`config.mk`:
```
export PLATFORM = sky130hd
export DESIGN_NAME = cs_wait_term
export DESIGN_NICKNAME = d
export VERILOG_FILES = /design/src/rtl/cs_wait_term.sv
export SDC_FILE = /design/constraint.sdc
export NUM_CORES = 1
export LEC_CHECK = 0
export BUFFER_PORTS_ARGS = -buffer_cell sky130_fd_sc_hd__buf_4
export CAP_MARGIN = 20
export CORE_AREA = 2 2 39 41
export CTS_BUF_LIST = sky130_fd_sc_hd__clkbuf_8
export DETAILED_ROUTE_END_ITERATION = 10
export DIE_AREA = 0 0 41 43
export PLACE_DENSITY_LB_ADDON = 0.15
export SLEW_MARGIN = 20
export SYNTH_ARGS = -nofsm -noshare
export SYNTH_HDL_FRONTEND = slang
export SYNTH_SLANG_ARGS = --single-unit
```
`constraint.sdc`:
```
create_clock -name clk -period 3.3 [get_ports clk]
set_input_delay 0.66 -clock clk [delete_from_list [all_inputs] [get_ports clk]]
set_output_delay 0.66 -clock clk [all_outputs]
set_load 0.03 [all_outputs]
```
`src/rtl/cs_wait_term.sv`:
```
module cs_wait_term #(
  parameter int WS_W   = 4,
  parameter int BEAT_W = 2
) (
  input  logic              clk,
  input  logic              rst_n,
  input  logic              start,
  input  logic              burst,
  input  logic [BEAT_W-1:0] beat_cnt,
  input  logic [WS_W-1:0]   wait_cfg,
  input  logic              auto_ack,
  input  logic              ext_ack,
  output logic              beat_ack,
  output logic              addr_inc,
  output logic              cyc_done
);

  logic              busy;
  logic [WS_W-1:0]   cnt;
  logic [BEAT_W-1:0] left;
  logic              last;
  logic              int_hit;

  assign last     = (left == '0);
  assign int_hit  = auto_ack && (cnt == '0);
  assign beat_ack = busy && (ext_ack || int_hit);
  assign addr_inc = beat_ack && !last;

  always_ff @(posedge clk or negedge rst_n) begin
    if (!rst_n) begin
      busy     <= 1'b0;
      cnt      <= '0;
      left     <= '0;
      cyc_done <= 1'b0;
    end else begin
      cyc_done <= beat_ack && last;
      if (!busy) begin
        if (start) begin
          busy <= 1'b1;
          cnt  <= wait_cfg;
          left <= burst ? beat_cnt : '0;
        end
      end else if (beat_ack) begin
        if (last) begin
          busy <= 1'b0;
        end else begin
          left <= left - 1'b1;
          cnt  <= wait_cfg;
        end
      end else if (cnt != '0) begin
        cnt <= cnt - 1'b1;
      end
    end
  end

  p_count_down_r1: assert property (@(posedge clk) disable iff (!rst_n)
    busy && !beat_ack && cnt != '0 |=> cnt == $past(cnt) - 1'b1);

  p_no_internal_r2: assert property (@(posedge clk) disable iff (!rst_n)
    !auto_ack && !ext_ack |-> !beat_ack);

  p_ext_ends_beat_r3: assert property (@(posedge clk) disable iff (!rst_n)
    busy && ext_ack |-> beat_ack);

  p_reload_r4: assert property (@(posedge clk) disable iff (!rst_n)
    busy && beat_ack && !last |=> busy && cnt == $past(wait_cfg));

  p_inc_mid_r5: assert property (@(posedge clk) disable iff (!rst_n)
    addr_inc |-> beat_ack && !last);

  p_done_after_last_r6: assert property (@(posedge clk) disable iff (!rst_n)
    busy && beat_ack && last |=> cyc_done && !busy);

  p_done_single_r6: assert property (@(posedge clk) disable iff (!rst_n)
    cyc_done |=> !cyc_done);

  p_idle_quiet_r7: assert property (@(posedge clk) disable iff (!rst_n)
    !busy |-> !beat_ack && !addr_inc);

  p_start_busy_r8: assert property (@(posedge clk) disable iff (!rst_n)
    busy && !beat_ack |=> busy && $stable(left));

endmodule

```
==> results.md <==
* Clock skew at about 0.35 ps
* Startpoint types: flop
* Layout area overhead at 30.79%
* Max_cap viols at 0
* Fin Setup TNS at 0 ps
* Final Max Slew Viols at 0
* Arr. time, crit path at 1720 ps
* # hold bufs at CTS at 0
* Ant. Diodes at 0
* Fin crit share at between 70 and 80%
* Final hold viol count at 0
* Fmax at around 420 MHz
* Net Count, Synth at 70
* Cell area after placement at 644.4 sq um
* HP Class: in2async
* CP Capture Type: output port
* Worst R2R Start: cnt[0]
* Vias in the first global route at 422
* Antenna violations before repair at 0
* Drt total wl at between 1 and 1.5 mm
* Syn avg cell area at about 9.4 sq um
* Clock sink total at 8
* Routed via count at 437
* Synth Instances at 56
* Warnings from Yosys at 0
* Int Pwr at 0.3696 mW
* Die Wd at around 40 um
* First-pass GRT wire length at approximately 1.7 mm
* Distinct cell type count after synthesis at 27
* First drt pass iteration count at 3
* Worst VDD drop at around 0.43 mV
* Number of CTS-inserted buffers at 3
* Ratio of cells with drive above 1 in the final layout at around 29%
* Slew @ Worst Pin at 438.4 ps
* Post-synthesis sequential area ratio at roughly two fifths
* P_leak at between 0.3 and 0.4 nW
* Gpl congestion at 0.7536
* WP data required at 2640 ps
* Flop pwr share at between 30 and 40%
* Final min period at roughly 2400 ps
* Net count, final at a little under 90
* Clock Latency Late Sink at 220 ps
* Slew Limit Headroom at between 70 and 80%
* Sw Ratio at approximately 38%
* Post-synth EDFFs at 0
* CP Class: reg2out
* Ys flop type: dfrtp_1
* Starting Density at between 30% and 40%
* Syn Std Cell Area at about 520 sq um
* Row count at 14
* RR Endpoint: cnt[2]
* Initial DRC count at 8
* Detailed-route DRC error count at 0
* Total grt overflow at 0
* Pin count of the biggest net entering global routing at 9
* Setup violations, final at 0
* DP HPWL at roughly 850 um
* Switching pwr at 0.2256 mW
* Drt via density at 4.966
* Fraction of registers with async set/reset at 100.0%
* RSZ-0062 raised after global routing: no
* CTS tree: built
* Logic pwr share at about half
* Number of port buffers at 14
* Fin area at about 700 sq um
* Flops & latches, synth at 8
* H-tree depth reported by CTS at 1
* Power Dens Cells at between 800 and 900 mW/mm^2
* DIE AREA at between 0.0015 and 0.002 sq mm
* Status: finished clean
* Die Ht at between 40 and 50 um
* Register-to-Register Path Depth at 6
* Clk buf depth at 2
* Boundary Pins at 15
* Worst R2R Setup Slack at 1410 ps
* CP max FO at 4
* Total track usage at 14.98%
* Final ANT Viol Nets at 0
* Post_cts resized at 0
* Core Area at around 0.0014 sq mm
* Post-CTS setup buffer count at 0
* Root Driver: clkbuf_8
* Clock slew at reported path FFs at 40 ps
* Wire per inst at around 12 um
* Clock Power Share at about a fifth
worst max-delay path: stages, from the launching register on:
cell and delay [ps]:
dfrtp_1 370, inv_1 90, ha_1 210, nand4bb_1 180, a21boi_1 300, nor2b_1 170, buf_4 170
how the worst max path moves through the flow:
stage	from	to	slack, ps	cells past startpoint
detailed placement	auto_ack	addr_inc	1130	5
finish	cnt[0]	addr_inc	920	6
floorplan	auto_ack	addr_inc	680	3
global route	cnt[0]	addr_inc	730	6
global placement	auto_ack	addr_inc	1110	5
CTS	cnt[0]	addr_inc	910	6
metal layers:
layer	wire [um]	vias up	share of wire [%]	GRT usage, %
met5	0	-	0	0
met4	0	0	0	4.000
met3	53	0	5.2	7.853
met2	551	11	54	24.38
met1	413	198	41	16.17
li1	-	228	-	-
final cells by class:
cell class	count	area, sq um
Inverter	7	26.28
Timing Repair Buffer	14	105.1
Tap cell	16	20.02
Sequential cell	8	200.2
Fill cell	140	698.2
Clock buffer	3	41.29
Multi-Input combinational cell	40	292.8
stage by stage:
stage | power (mW) | util, % | std cells | hold WS, ps | setup slack, ps
CTS | 0.6059 | 49.55 | 88 | 245.0 | 909.5
global route | 0.6531 | 49.55 | 88 | 245.0 | 731.6
detailed placement | 0.4893 | 46.56 | 85 | 482.2 | 1127
finish | 0.5952 | 49.55 | 88 | 245.8 | 923.7
global placement | 0.4845 | 46.56 | 85 | 482.8 | 1115
floorplan | 0.4104 | - | 56 | 364.4 | 679.0
power by group through the flow:
stage | clock network, mW | registers, mW | logic, mW
floorplan | 0 | 0.179 | 0.232
global placement | 0 | 0.181 | 0.304
detailed placement | 0 | 0.183 | 0.306
CTS | 0.115 | 0.182 | 0.309
global route | 0.126 | 0.190 | 0.338
finish | 0.111 | 0.180 | 0.304
cells in the mapped netlist (2+ instances only):
library cell	n	area (sq um)
dfrtp_1	8	200.2
inv_1	7	26.28
nand2_1	5	18.77
a21oi_1	4	20.02
nor2_1	4	15.01
mux2i_1	3	30.03
nor2b_1	3	18.77
and2_1	2	12.51
ha_1	2	25.02
layout by cell type (no fill, tap or decap), types with 2 or more instances in the layout:
cell	instances
nand2_1	5
nor2_1	4
dfrtp_1	8
and2_1	2
a21oi_1	4
nor2b_1	3
ha_1	2
clkbuf_8	3
mux2i_1	3
buf_4	14
inv_1	7
flip-flops by register name, summed over array words and instances (netlist names):
register	cells
cyc_done	1
cnt	4
busy	1
left	2
cell families after synthesis:
family / synth area share [%]
AO/OA/AOI/OAI: 21.72
buffers and inverters: 5.967
adder cells (fa/ha/maj): 4.773
AND/OR/NAND/NOR: 21.48
flip-flops: 38.19
multiplexers: 7.876
No activity file was read; power rests on OpenSTA's default activity.
